## src/rtl/unit_link_pkg.sv

```systemverilog
package unit_link_pkg;

  typedef enum logic [1:0] {
    LNK_IDLE = 2'b00,
    LNK_DATA = 2'b01,
    LNK_CTRL = 2'b10
  } link_state_e;

  localparam logic [1:0] MODE_RD = 2'b00;
  localparam logic [1:0] MODE_WR = 2'b01;

  // Any mode code with bit 1 set is a control-only select.
  function automatic logic mode_is_ctrl(input logic [1:0] m);
    return m[1];
  endfunction

endpackage

```

## src/rtl/sel_interlock.sv

```systemverilog
module sel_interlock
  import unit_link_pkg::*;
#(
  parameter int UNIT_W = 4
) (
  input  logic              clk,
  input  logic              rst_n,
  input  logic              sel_req,
  input  logic [UNIT_W-1:0] sel_unit,
  input  logic [1:0]        sel_mode,
  input  logic              end_rec,
  input  logic              unit_ack,
  input  logic              miss_drop,
  output link_state_e       state,
  output logic [UNIT_W-1:0] act_unit,
  output logic [1:0]        act_mode,
  output logic              unit_go,
  output logic              sel_stall
);

  logic sel_accept;
  logic link_done;

  assign sel_accept = sel_req && (state == LNK_IDLE);
  assign sel_stall  = sel_req && (state != LNK_IDLE);
  assign link_done  = ((state == LNK_DATA) && (end_rec || miss_drop)) ||
                      ((state == LNK_CTRL) && unit_ack);

  always_ff @(posedge clk) begin
    if (!rst_n) begin
      state    <= LNK_IDLE;
      act_unit <= '0;
      act_mode <= MODE_RD;
      unit_go  <= 1'b0;
    end else begin
      unit_go <= sel_accept;
      if (sel_accept) begin
        act_unit <= sel_unit;
        act_mode <= sel_mode;
        state    <= mode_is_ctrl(sel_mode) ? LNK_CTRL : LNK_DATA;
      end else if (link_done) begin
        state <= LNK_IDLE;
      end
    end
  end


  held_unit_chk: assert property (@(posedge clk) disable iff (!rst_n)
    sel_stall |=> ($stable(act_unit) && $stable(act_mode)));


  done_release_chk: assert property (@(posedge clk) disable iff (!rst_n)
    link_done |=> (state == LNK_IDLE));


  go_engaged_chk: assert property (@(posedge clk) disable iff (!rst_n)
    unit_go |-> (state != LNK_IDLE));

endmodule

```

## src/rtl/copy_window.sv

```systemverilog
module copy_window #(
  parameter int WIN_W = 8
) (
  input  logic             clk,
  input  logic             rst_n,
  input  logic             data_phase,
  input  logic             copy_req,
  input  logic             word_strobe,
  input  logic             end_rec,
  input  logic [WIN_W-1:0] win_len,
  output logic             xfer_fire,
  output logic             copy_stall,
  output logic             miss_drop,
  output logic             missed_sticky
);

  logic             pend;
  logic [WIN_W-1:0] age;
  logic             last_cycle;

  // True when a word has waited through its final permitted cycle.
  function automatic logic window_last(input logic [WIN_W-1:0] a,
                                       input logic [WIN_W-1:0] len);
    return ({1'b0, a} + 1'b1) == {1'b0, len};
  endfunction

  assign last_cycle = window_last(age, win_len);
  assign xfer_fire  = data_phase && copy_req && (pend || word_strobe);
  assign copy_stall = data_phase && copy_req && !pend && !word_strobe;
  assign miss_drop  = data_phase && !end_rec && !copy_req &&
                      ((pend && last_cycle) ||
                       (!pend && word_strobe && (win_len == '0)));

  always_ff @(posedge clk) begin
    if (!rst_n) begin
      pend          <= 1'b0;
      age           <= '0;
      missed_sticky <= 1'b0;
    end else begin
      if (miss_drop) missed_sticky <= 1'b1;
      if (!data_phase || end_rec || xfer_fire || miss_drop) begin
        pend <= 1'b0;
        age  <= '0;
      end else if (pend) begin
        age <= age + 1'b1;
      end else if (word_strobe) begin
        pend <= 1'b1;
        age  <= '0;
      end
    end
  end


  missed_hold_chk: assert property (@(posedge clk) disable iff (!rst_n)
    missed_sticky |=> missed_sticky);


  miss_sets_flag_chk: assert property (@(posedge clk) disable iff (!rst_n)
    miss_drop |=> (missed_sticky && !pend));


  miss_no_fire_chk: assert property (@(posedge clk) disable iff (!rst_n)
    !(miss_drop && xfer_fire));

endmodule

```

## src/rtl/unit_link_ctrl.sv

```systemverilog
module unit_link_ctrl
  import unit_link_pkg::*;
#(
  parameter int UNIT_W = 4,
  parameter int WIN_W  = 8
) (
  input  logic              clk,
  input  logic              rst_n,
  input  logic              sel_req,
  input  logic [UNIT_W-1:0] sel_unit,
  input  logic [1:0]        sel_mode,
  input  logic              copy_req,
  input  logic [WIN_W-1:0]  win_len,
  input  logic              word_strobe,
  input  logic              end_rec,
  input  logic              unit_ack,
  output logic              proc_stall,
  output logic              engaged,
  output logic [UNIT_W-1:0] act_unit,
  output logic [1:0]        act_mode,
  output logic              unit_go,
  output logic              to_buf_en,
  output logic              from_buf_en,
  output logic              drop_unit,
  output logic              missed_xfer
);

  link_state_e state;
  logic        sel_stall;
  logic        copy_stall;
  logic        xfer_fire;
  logic        miss_drop;
  logic        data_phase;

  sel_interlock #(.UNIT_W(UNIT_W)) u_sel (
    .clk       (clk),
    .rst_n     (rst_n),
    .sel_req   (sel_req),
    .sel_unit  (sel_unit),
    .sel_mode  (sel_mode),
    .end_rec   (end_rec),
    .unit_ack  (unit_ack),
    .miss_drop (miss_drop),
    .state     (state),
    .act_unit  (act_unit),
    .act_mode  (act_mode),
    .unit_go   (unit_go),
    .sel_stall (sel_stall)
  );

  assign data_phase = (state == LNK_DATA);

  copy_window #(.WIN_W(WIN_W)) u_win (
    .clk           (clk),
    .rst_n         (rst_n),
    .data_phase    (data_phase),
    .copy_req      (copy_req),
    .word_strobe   (word_strobe),
    .end_rec       (end_rec),
    .win_len       (win_len),
    .xfer_fire     (xfer_fire),
    .copy_stall    (copy_stall),
    .miss_drop     (miss_drop),
    .missed_sticky (missed_xfer)
  );

  assign engaged     = (state != LNK_IDLE);
  assign proc_stall  = sel_stall || copy_stall;
  assign to_buf_en   = xfer_fire && (act_mode == MODE_RD);
  assign from_buf_en = xfer_fire && (act_mode == MODE_WR);
  assign drop_unit   = miss_drop;


  dir_excl_chk: assert property (@(posedge clk) disable iff (!rst_n)
    $onehot0({to_buf_en, from_buf_en}));


  xfer_needs_unit_chk: assert property (@(posedge clk) disable iff (!rst_n)
    (to_buf_en || from_buf_en) |-> engaged);


  drop_unlinks_chk: assert property (@(posedge clk) disable iff (!rst_n)
    drop_unit |=> !engaged);


  ctrl_ack_chk: assert property (@(posedge clk) disable iff (!rst_n)
    (engaged && act_mode[1] && unit_ack) |=> !engaged);

endmodule

```

## config.mk

```make
export PLATFORM = sky130hd
export DESIGN_NAME = unit_link_ctrl
export DESIGN_NICKNAME = d
export VERILOG_FILES = /design/src/rtl/unit_link_pkg.sv /design/src/rtl/sel_interlock.sv /design/src/rtl/copy_window.sv /design/src/rtl/unit_link_ctrl.sv
export SDC_FILE = /design/constraint.sdc
export NUM_CORES = 1
export LEC_CHECK = 0
export ABC_AREA = 1
export BUFFER_PORTS_ARGS = -buffer_cell sky130_fd_sc_hd__buf_2
export CAP_MARGIN = 20
export CORE_MARGIN = 5
export CORE_UTILIZATION = 50
export DETAILED_ROUTE_END_ITERATION = 8
export PLACE_DENSITY_LB_ADDON = 0.08
export SETUP_SLACK_MARGIN = 0.4
export SLEW_MARGIN = 15
export SYNTH_ARGS = -nofsm -noshare
export SYNTH_HDL_FRONTEND = slang
export SYNTH_SLANG_ARGS = --single-unit
```

## constraint.sdc

```tcl
create_clock -name clk -period 2.1 [get_ports clk]
set_input_delay 0 -clock clk [delete_from_list [all_inputs] [get_ports clk]]
set_output_delay 0 -clock clk [all_outputs]
set_load 0.02 [all_outputs]
```

==> results of run 1 <==
[power by group through the flow]
stage | Combinational (mW) | Clock, mW | Sequential [mW]
floorplan | 0.0512 | 0 | 0.407
detailed placement | 0.116 | 0 | 0.392
global route | 0.147 | 0.217 | 0.382
CTS | 0.130 | 0.193 | 0.382
finish | 0.133 | 0.188 | 0.380
global placement | 0.114 | 0 | 0.392
[state kept, by name, summed over array words and instances, names as in the netlist]
register             cells
u_sel.act_mode           2
u_sel.act_unit           4
u_sel.state              2
u_sel.unit_go            1
u_win.age                8
u_win.missed_sticky      1
u_win.pend               1
[layout by cell type, fill, tap and decap left out, types with 4 or more instances in the layout]
| master | Yosys | layout |
|---|---|---|
| nand2_2 | 2 | 6 |
| dfxtp_1 | 19 | 13 |
| inv_1 | 26 | 24 |
| buf_2 | 0 | 32 |
| buf_4 | 1 | 4 |
| o21ai_0 | 6 | 6 |
| nor2_1 | 27 | 24 |
| a21oi_2 | 2 | 8 |
| dlygate4sd3_1 | 0 | 7 |
| nand2_1 | 40 | 34 |
| dfxtp_4 | 0 | 4 |
| nand3_1 | 18 | 16 |
[metrics by stage]
stage | utilization [%] | setup WS [ns]
6_report | 73.9 | 0.271
2_1_floorplan | - | 0.417
5_1_grt | 73.9 | 0.0694
4_1_cts | 69.4 | 0.294
3_3_place_gp | 60.1 | 0.324
3_5_place_dp | 60.1 | 0.284
[worst max-delay path: cells and delay by family (launching register included)]
kind,cells,cell delay [ns]
compound gates,1,0.14
buf+inv,2,0.18
fa+ha+maj,1,0.25
simple gates,7,0.61
flops,1,0.38
[what timing repair did]
item,4_1_cts,5_1_grt
hold endpoints to repair,8,0
resized for setup,20,24
hold buffers,7,0
setup buffers,3,2
endpoints found under the setup margin,14,14
cloned,1,0
pin swaps,4,15
[cell type report]
cell class | instances | area share, %
Multi-Input combinational cell | 125 | 46.7
Sequential cell | 19 | 24.8
Timing Repair Buffer | 46 | 18.3
Inverter | 26 | 6.08
Tap cell | 28 | 2.18
Clock buffer | 3 | 1.40
Clock inverter | 1 | 0.468
[worst paths after layout]
check,end,slack (ns),cells after the start
max reg2reg,u_sel.state[0]$_SDFFE_PN0P_,0.32,14
min reg2reg,u_win.missed_sticky$_SDFFE_PN0P_,0.50,2
min,u_sel.state[1]$_SDFFE_PN0P_,0.03,3
max,drop_unit,0.27,11
[metal layers]
layer / wire length [um] / vias up / share of wire, % / track usage, %
li1: - / 656 / - / -
met1: 1270 / 602 / 42 / 21.6
met2: 1500 / 45 / 50 / 35.4
met3: 224 / 2 / 7.4 / 3.62
met4: 14 / 0 / 0.47 / 5.30
met5: 0 / - / 0 / 0
[kinds of logic after synthesis]
| kind of cell | synth area share, % |
|---|---|
| fa+ha+maj | 1.13 |
| compound gates | 12.5 |
| buf+inv | 9.51 |
| simple gates | 41.7 |
| xor+xnor | 0.793 |
| flops | 34.4 |
==> summary.md, run 1 <==
| Metric | Value |
|---|---|
| Pwr dens | `437 nW/um^2` |
| Num CTS Buffers | `3` |
| # fillers | `177` |
| CTS H-tree depth | `1` |
| Post-route cell area | `1600 sq um` |
| Area of the multi-input gates | `749 sq um` |
| Number of remaining DRC errors | `0` |
| Vias in the first global route | `1,280` |
| Hold Slack | `0.0319 ns` |
| Total die area | `3250 sq um` |
| Internal | `0.497 mW` |
| Post-Syn Instances | `170` |
| Most common cell in the netlist | `nand2_1` |
| Die X | `57.0 um` |
| Number of synthesized flops with an enable pin | `0` |
| CTS clk-pin slew, worst paths | `0.12 ns` |
| DR vias/cell | `5.26` |
| I/O pins | `34` |
| Largest net degree at the start of global routing | `13` |
| Max Clock Freq | `547 MHz` |
| Port Buffers | `33` |
| Site Rows | `17` |
| Psw | `0.204 mW` |
| Share of cells above drive strength 1 | `37.7%` |
| Worst IR Drop VDD | `0.431 mV` |
| Area growth syn-to-layout | `45.2%` |
| #FFs+latches synth | `19` |
| Crit end category | `primary output` |
| CP Max Fanout | `4` |
| Sequential element share of the synthesized area | `34.4%` |
| Fin crit share | `87.1%` |
| Register area | `398 sq um` |
| Worst-Margin Slew | `0.635 ns` |
| Post-synth ARST share | `0%` |
| Slowest cell delay on critical path | `0.38 ns` |
| ANT cells | `0` |
| Drt first pass iters | `4` |
| Critical path required time | `2.10 ns` |
| Vias after detailed routing | `1,305` |
| Post-synthesis net count | `192` |
| Synth top cells by count | `40 x nand2_1, 27 x nor2_1, 26 x inv_1` |
| GR Util All Layers | `18.9%` |
| Hold Path Class | `in -> reg` |
| Worst relative slew slack | `57.4%` |
| Critical Path Slowest Stage Cell | `dfxtp_4` |
| Post-Synthesis Cell Area | `1100 sq um` |
| Run status | `finished clean` |
| Slew Viols, Final | `0` |
| CTS tree | `built` |
| Switching Share | `29.1%` |
| Final Skew | `0.00596 ns` |
| Reg-to-Reg Start | `u_win.age[0]$_SDFFE_PP0N_` |
| Static Leakage | `0.714 nW` |
| Clock Path Buffers | `2` |
| Setup tns final | `0 ns` |
| Drt wl/cell | `12.1 um` |
| Comb pwr share | `19.0%` |
| Proportion of power drawn by the clock network | `26.8%` |
| Data arrival time of the worst path | `1.83 ns` |
| Synth Flop Type | `dfxtp_1` |
| Count of final hold-check violations | `0` |
| Seq pwr share | `54.2%` |
| Total Power | `0.701 mW` |
| Antenna-violating nets left | `0` |
| Top-area cell type share of the netlist area | `34.4%` |
| Hold wc startpoint | `unit_ack` |
| Final wirelength | `3010 um` |
| Synthesis Warnings | `0` |
| GR Overflow Total | `0` |
| Final count of negative-setup-slack endpoints | `0` |
| Nets | `243` |
| RSZ-0062 raised after global routing | `yes` |
| Initial Util | `50.9%` |
| Antenna violations before repair | `0` |
| Yosys top cell by area | `dfxtp_1` |
| Placed Instances | `231` |
| Sequence of cells on the critical path | `ha_4 > a21oi_2 > nand3_2 > nor2_1 > nand3_1 > nor2_1 > nand3_1 > nand2_1 > nand2_2 > inv_2 > buf_6` |
| Number of max-cap violations | `0` |
| Clk_lat worst skew | `0.29 ns` |
| Top cells by area, synth | `dfxtp_1 34%, nand2_1 14%, nor2_1 9.2%` |
| Post-DP Area | `1310 sq um` |
| WS Path Type | `reg -> out` |
| DRT iter0 DRCs | `44` |
| Setup crit start kind | `flop` |
| RePlAce Congestion | `0.802` |
| Min cycle time layout | `1.83 ns` |
| Post-DP HPWL | `2110 um` |
| Core ar. | `2170 sq um` |
| Global-route wire length before repair | `5070 um` |
| CTS sink cnt | `19` |
| Syn avg cell area | `6.50 sq um` |
| Root buffer cell | `clkbuf_4` |
| DIE HEIGHT | `57.0 um` |
| Final Non-Filler Cells | `248` |
| Yosys cell types | `25` |
| CP startpoint | `u_win.age[0]$_SDFFE_PP0N_` |
No activity file was read; power rests on OpenSTA's default activity.
==> run 2: changes to the inputs <==
--- a/config.mk
+++ b/config.mk
@@ -11,7 +11,7 @@
 export CORE_MARGIN = 5
 export CORE_UTILIZATION = 50
 export DETAILED_ROUTE_END_ITERATION = 8
-export PLACE_DENSITY_LB_ADDON = 0.08
+export PLACE_DENSITY_LB_ADDON = 0.12
 export SETUP_SLACK_MARGIN = 0.4
 export SLEW_MARGIN = 15
 export SYNTH_ARGS = -nofsm -noshare
==> run 2 against run 1 <==
Compared with the run above: via count decreased by 4.3%; worst setup slack better by 0.0030 ns; register-to-register slack barely moved; sequential share of layout area about the same; first-iteration DRC count decreased by 6.8%; final area down 1.2%; global-route usage increased by 0.37 points; sequential cell count unchanged; die area did not move.
==> summary.md, run 2 (synthesis results as in run 1) <==
| Metric | Value |
|---|---|
| Initial Util | `50.9%` |
| Final Skew | `0.00366 ns` |
| CTS tree | `built` |
| Static Leakage | `0.717 nW` |
| Clk_lat worst skew | `0.29 ns` |
| I/O pins | `34` |
| WS Path Type | `reg -> out` |
| Port Buffers | `33` |
| Placed Instances | `231` |
| Drt first pass iters | `4` |
| Crit end category | `primary output` |
| Finished Core Util | `73.1%` |
| Final wirelength | `3080 um` |
| Core ar. | `2170 sq um` |
| Reg-to-Reg Start | `u_win.age[0]$_SDFFE_PP0N_` |
| Final Non-Filler Cells | `248` |
| Sequence of cells on the critical path | `ha_4 > nand3_4 > nand2_4 > nand2_2 > a21oi_2 > nand2_1 > nor2_1 > nand3_1 > nand2_1 > nand2_2 > inv_2 > buf_6` |
| Vias in the first global route | `1,224` |
| Root buffer cell | `clkbuf_4` |
| DRT iter0 DRCs | `41` |
| Site Rows | `17` |
| CTS clk-pin slew, worst paths | `0.10 ns` |
| Final count of negative-setup-slack endpoints | `0` |
| Antenna violations before repair | `0` |
| ANT cells | `0` |
| Worst r2r dst | `u_win.age[0]$_SDFFE_PP0N_` |
| RSZ-0062 raised after global routing | `yes` |
| Post-DP HPWL | `2080 um` |
| Nets | `243` |
| Total die area | `3250 sq um` |
| Critical Path Slowest Stage Cell | `dfxtp_4` |
| Area growth syn-to-layout | `43.5%` |
| GR Util All Layers | `19.3%` |
| Worst relative slew slack | `55.8%` |
| Pwr dens | `437 nW/um^2` |
| Count of final hold-check violations | `0` |
| Fin crit share | `86.9%` |
| Max Clock Freq | `548 MHz` |
| Min cycle time layout | `1.83 ns` |
| CTS sink cnt | `19` |
| GR Overflow Total | `0` |
| Antenna-violating nets left | `0` |
| Drt wl/cell | `12.4 um` |
| Share of cells above drive strength 1 | `35.9%` |
| Die X | `57.0 um` |
| Largest register FFs | `8` |
| Regs by FF count | `u_win.age (8), u_sel.act_unit (4)` |
| DIE HEIGHT | `57.0 um` |
| RePlAce Congestion | `0.865` |
| Data arrival time of the worst path | `1.83 ns` |
| Number of max-cap violations | `0` |
| Register bank with the most flops | `u_win.age` |
| FF-to-FF path depth | `12` |
| Number of remaining DRC errors | `0` |
| Num CTS Buffers | `3` |
| Run status | `finished clean` |
| Most frequent cells in the layout | `35 x nand2_1, 32 x buf_2, 24 x inv_1, 24 x nor2_1, 16 x nand3_1` |
| Critical path required time | `2.10 ns` |
| CP endpoint | `drop_unit` |
| CP Max Fanout | `5` |
| Worst-Margin Slew | `0.657 ns` |
| Slowest cell delay on critical path | `0.39 ns` |
| Commonest non-fill, non-tap cell in the layout | `nand2_1` |
| DR vias/cell | `5.04` |
| CTS H-tree depth | `1` |
| Worst IR Drop VDD | `0.499 mV` |
| Clock Path Buffers | `2` |
| Setup crit start kind | `flop` |
| Setup tns final | `0 ns` |
| CP startpoint | `u_win.age[0]$_SDFFE_PP0N_` |
| Largest net degree at the start of global routing | `12` |
| Global-route wire length before repair | `5110 um` |
| Vias after detailed routing | `1,249` |
| Slew Viols, Final | `0` |
| R2R setup slack | `0.31 ns` |
| Hold Path Class | `in -> reg` |
-- run 2: changes by cell type in the layout (fill, tap and decap cells not counted) --
cell,delta
dfxtp_2,-1
buf_6,-1
nand2_2,-1
dfxtp_1,+2
clkinv_2,+1
nor3_1,+1
clkinvlp_4,-1
dfxtp_4,-1
nor3_2,-1
nand2_1,+1
buf_4,+1
-- run 2: area by class of cell --
class	count	area (sq um)
multi-input combinational	125	742
fill	184	584
sequential	19	393
timing repair buffer	46	290
inverter	26	97.6
tap	28	35.0
clock buffer	3	22.5
clock inverter	1	5.00
-- run 2: worst max-delay path: cells and delay by family, from the launching register on --
| kind | cells | cell delay (ns) |
|---|---|---|
| AND/OR/NAND/NOR | 8 | 0.66 |
| flip-flops | 1 | 0.39 |
| buffers and inverters | 2 | 0.18 |
| adder cells (fa/ha/maj) | 1 | 0.17 |
| AO/OA/AOI/OAI | 1 | 0.13 |
-- run 2: layer usage --
| layer | vias up | GRT usage, % | wire (um) | share of wire (%) |
|---|---|---|---|---|
| li1 | 647 | - | - | - |
| met1 | 553 | 22.5 | 1290 | 42 |
| met2 | 41 | 35.9 | 1550 | 50 |
| met3 | 8 | 2.49 | 187 | 6.1 |
| met4 | 0 | 6.29 | 57 | 1.8 |
| met5 | - | 0 | 0 | 0 |
-- run 2: worst min path at each step --
| stage | cells past startpoint | start | endpoint | slack (ns) |
|---|---|---|---|---|
| floorplan | 1 | sel_mode[1] | u_sel.state[1]$_SDFFE_PN0P_ | 0.13 |
| global placement | 3 | sel_unit[0] | u_sel.act_unit[0]$_SDFFE_PN0P_ | 0.22 |
| detailed placement | 3 | sel_unit[2] | u_sel.act_unit[2]$_SDFFE_PN0P_ | 0.23 |
| CTS | 3 | unit_ack | u_sel.state[1]$_SDFFE_PN0P_ | 0.04 |
| global route | 3 | unit_ack | u_sel.state[1]$_SDFFE_PN0P_ | 0.06 |
| finish | 3 | unit_ack | u_sel.state[1]$_SDFFE_PN0P_ | 0.04 |
-- run 2: per-stage QoR --
step	total power, mW	hold slack (ns)	setup slack, ns	area (sq um)
global route	0.730	0.0572	0.0613	1590
detailed placement	0.509	0.229	0.285	1310
finish	0.693	0.0370	0.274	1590
floorplan	0.458	0.126	0.417	1100
CTS	0.697	0.0399	0.292	1500
global placement	0.506	0.220	0.329	1310
-- run 2: timing repair --
action / CTS / global route
pin swaps: 3 / 10
endpoints found under the setup margin: 14 / 13
hold endpoints to repair: 8 / 0
buffers inserted: 2 / 3
resized for setup: 21 / 17
gates cloned: 1 / 0
hold buffers: 7 / 0
-- run 2: power breakdown --
part | switching, mW | internal, mW | total (mW)
registers | 0.0101 | 0.371 | 0.381
logic | 0.0783 | 0.0540 | 0.132
clock network | 0.109 | 0.0710 | 0.180
total | 0.197 | 0.496 | 0.693
==> run 3: changes to the inputs <==
--- a/config.mk
+++ b/config.mk
@@ -8,8 +8,10 @@
 export ABC_AREA = 1
 export BUFFER_PORTS_ARGS = -buffer_cell sky130_fd_sc_hd__buf_2
 export CAP_MARGIN = 20
+export CELL_PAD_IN_SITES_DETAIL_PLACEMENT = 0
+export CELL_PAD_IN_SITES_GLOBAL_PLACEMENT = 1
 export CORE_MARGIN = 5
-export CORE_UTILIZATION = 50
+export CORE_UTILIZATION = 34
 export DETAILED_ROUTE_END_ITERATION = 8
 export PLACE_DENSITY_LB_ADDON = 0.12
 export SETUP_SLACK_MARGIN = 0.4
==> run 3 against run 2 <==
Compared with the run above: utilization is 18 points lower; clock-buffer cell count stayed put; first-iteration DRC count rose by 22%; register-to-register slack worse by 0.03 ns; largest cell class unchanged; largest power group unchanged; highest routed layer unchanged; final area up 7.3%; worst setup slack gained 0.0099 ns; power up 2.0%; wire length shrank 0.62%; critical path type is now reg -> reg.
==> summary.md, run 3 (synthesis results as in run 1) <==
| Metric | Value |
|---|---|
| Run status | `finished clean` |
| Placed Instances | `248` |
| Final Skew | `0.00482 ns` |
| Comb pwr share | `19.5%` |
| Internal | `0.501 mW` |
| Regs by FF count | `u_win.age (8), u_sel.act_unit (4)` |
| DRT iter0 DRCs | `50` |
| Core ar. | `3080 sq um` |
| Slowest cell delay on critical path | `0.38 ns` |
| I/O pins | `34` |
| Pwr dens | `416 nW/um^2` |
| Count of final hold-check violations | `0` |
| Share of cells above drive strength 1 | `41.4%` |
| Drt wl/cell | `11.3 um` |
| Setup tns final | `0 ns` |
| Worst IR Drop VDD | `0.375 mV` |
| Proportion of power drawn by the clock network | `26.9%` |
| Clk_lat worst skew | `0.30 ns` |
| Setup crit start kind | `flop` |
| RePlAce Congestion | `0.840` |
| Antenna violations before repair | `0` |
| Psw | `0.206 mW` |
| CTS tree | `built` |
| Switching Share | `29.2%` |
| Total die area | `4490 sq um` |
| Max Clock Freq | `551 MHz` |
| Static Leakage | `0.770 nW` |
| Critical Path Slowest Stage Cell | `dfxtp_4` |
| Post-DP HPWL | `2240 um` |
| Critical path required time | `2.34 ns` |
| Commonest non-fill, non-tap cell in the layout | `nand2_1` |
| Root buffer cell | `clkbuf_4` |
| Final Non-Filler Cells | `271` |
| Number of max-cap violations | `0` |
| Global-route wire length before repair | `5090 um` |
| Antenna-violating nets left | `0` |
| Hold Path Class | `in -> reg` |
| GR Overflow Total | `0` |
| Num CTS Buffers | `3` |
| Largest register FFs | `8` |
| Min cycle time layout | `1.82 ns` |
| CTS sink cnt | `19` |
| Vias after detailed routing | `1,268` |
| ANT cells | `0` |
| Worst relative slew slack | `54.3%` |
| CTS clk-pin slew, worst paths | `0.12 ns` |
| Slew Viols, Final | `0` |
| Final wirelength | `3060 um` |
| Die X | `67.0 um` |
| CP delay by family, top | `simple AND/OR/NAND/NOR gates` |
| Sequence of cells on the critical path | `ha_4 > or2_4 > nand3_2 > nor2_2 > nand3_1 > nor2_1 > nand3_1 > nand2_2 > nand2_4 > buf_6 > nand3_4 > buf_6 > a21oi_2` |
| DIE HEIGHT | `67.0 um` |
| WP buf/inv | `2` |
| Total Power | `0.707 mW` |
| WS Path Type | `reg -> reg` |
| Crit end category | `flop` |
| Nets | `250` |
| DR vias/cell | `4.68` |
| Most frequent cells in the layout | `33 x nand2_1, 31 x buf_2, 23 x inv_1` |
| Clock Path Buffers | `2` |
| Register bank with the most flops | `u_win.age` |
| RSZ-0062 raised after global routing | `yes` |
| Final count of negative-setup-slack endpoints | `0` |
| Area growth syn-to-layout | `54.0%` |
| Seq pwr share | `53.6%` |
| Initial Util | `35.9%` |
| Vias in the first global route | `1,212` |
| Largest net degree at the start of global routing | `13` |
| Number of remaining DRC errors | `0` |
| GR Util All Layers | `14.5%` |
| CP Max Fanout | `4` |
| CTS H-tree depth | `1` |
| Fin crit share | `86.5%` |
| Port Buffers | `33` |
| Site Rows | `20` |
| Worst-Margin Slew | `0.680 ns` |
| Drt first pass iters | `4` |
| Data arrival time of the worst path | `2.05 ns` |
run 3: changes by cell type in the layout (fill, tap and decap cells not counted), moves of 2 or more:
cell,change
dfxtp_1,-2
nor2_1,-2
nor2_2,+2
buf_6,+3
nand2_1,-2
buf_4,+5
run 3: stage by stage:
step	hold WS [ns]	instance area, sq um	util, %	setup WS (ns)
finish	0.0213	1700	55.3	0.284
global route	0.0224	1700	55.3	0.160
CTS	0.0161	1560	50.8	0.226
detailed placement	0.234	1330	43.3	0.263
global placement	0.220	1330	43.3	0.303
floorplan	0.126	1100	-	0.417
run 3: per-layer routing:
layer | GRT usage [%] | part of all wire (%)
met3 | 2.36 | 4.8
met2 | 26.1 | 48
met1 | 16.9 | 46
met4 | 5.32 | 0.69
met5 | 0 | 0
run 3: worst register-to-register path, delay by kind of cell, from the launching register on:
family | cells | cell delay, ns
AO/OA/AOI/OAI | 1 | 0.09
flip-flops | 1 | 0.38
buffers and inverters | 2 | 0.27
adder cells (fa/ha/maj) | 1 | 0.25
AND/OR/NAND/NOR | 9 | 0.78
run 3: area by class of cell:
| class | count | area (sq um) |
|---|---|---|
| flip-flops and latches | 19 | 398 |
| clock buffers | 3 | 22.5 |
| well taps | 44 | 55.1 |
| fillers | 318 | 1380 |
| clock inverters | 1 | 7.51 |
| multi-input cells | 125 | 764 |
| inverters | 26 | 97.6 |
| repair buffers | 53 | 357 |
run 3: what timing repair did:
| action | 4_1_cts | 5_1_grt |
|---|---|---|
| setup endpoints to repair | 14 | 14 |
| setup buffers | 5 | 6 |
| resized for setup | 23 | 29 |
| hold buffers | 7 | 0 |
| pin swaps | 5 | 12 |
| hold endpoints to repair | 8 | 0 |
| cloned | 1 | 0 |
run 3: path summary, 6_finish.rpt:
path,start,endpoint,slack (ns),depth (start not counted)
hold reg to reg,u_win.missed_sticky$_SDFFE_PN0P_,u_win.missed_sticky$_SDFFE_PN0P_,0.48,2
setup / recovery,u_win.age[1]$_SDFFE_PP0N_,u_win.age[6]$_SDFFE_PP0N_,0.28,13
hold / removal,unit_ack,u_sel.state[1]$_SDFFE_PN0P_,0.02,3
setup reg to reg,u_win.age[1]$_SDFFE_PP0N_,u_win.age[6]$_SDFFE_PP0N_,0.28,13
run 3: power by group through the flow:
| stage | clock (mW) | sequential [mW] | combinational [mW] |
|---|---|---|---|
| 2_1_floorplan | 0 | 0.407 | 0.0512 |
| 6_report | 0.190 | 0.379 | 0.138 |
| 4_1_cts | 0.195 | 0.383 | 0.135 |
| 3_5_place_dp | 0 | 0.393 | 0.120 |
| 5_1_grt | 0.215 | 0.382 | 0.154 |
| 3_3_place_gp | 0 | 0.392 | 0.119 |
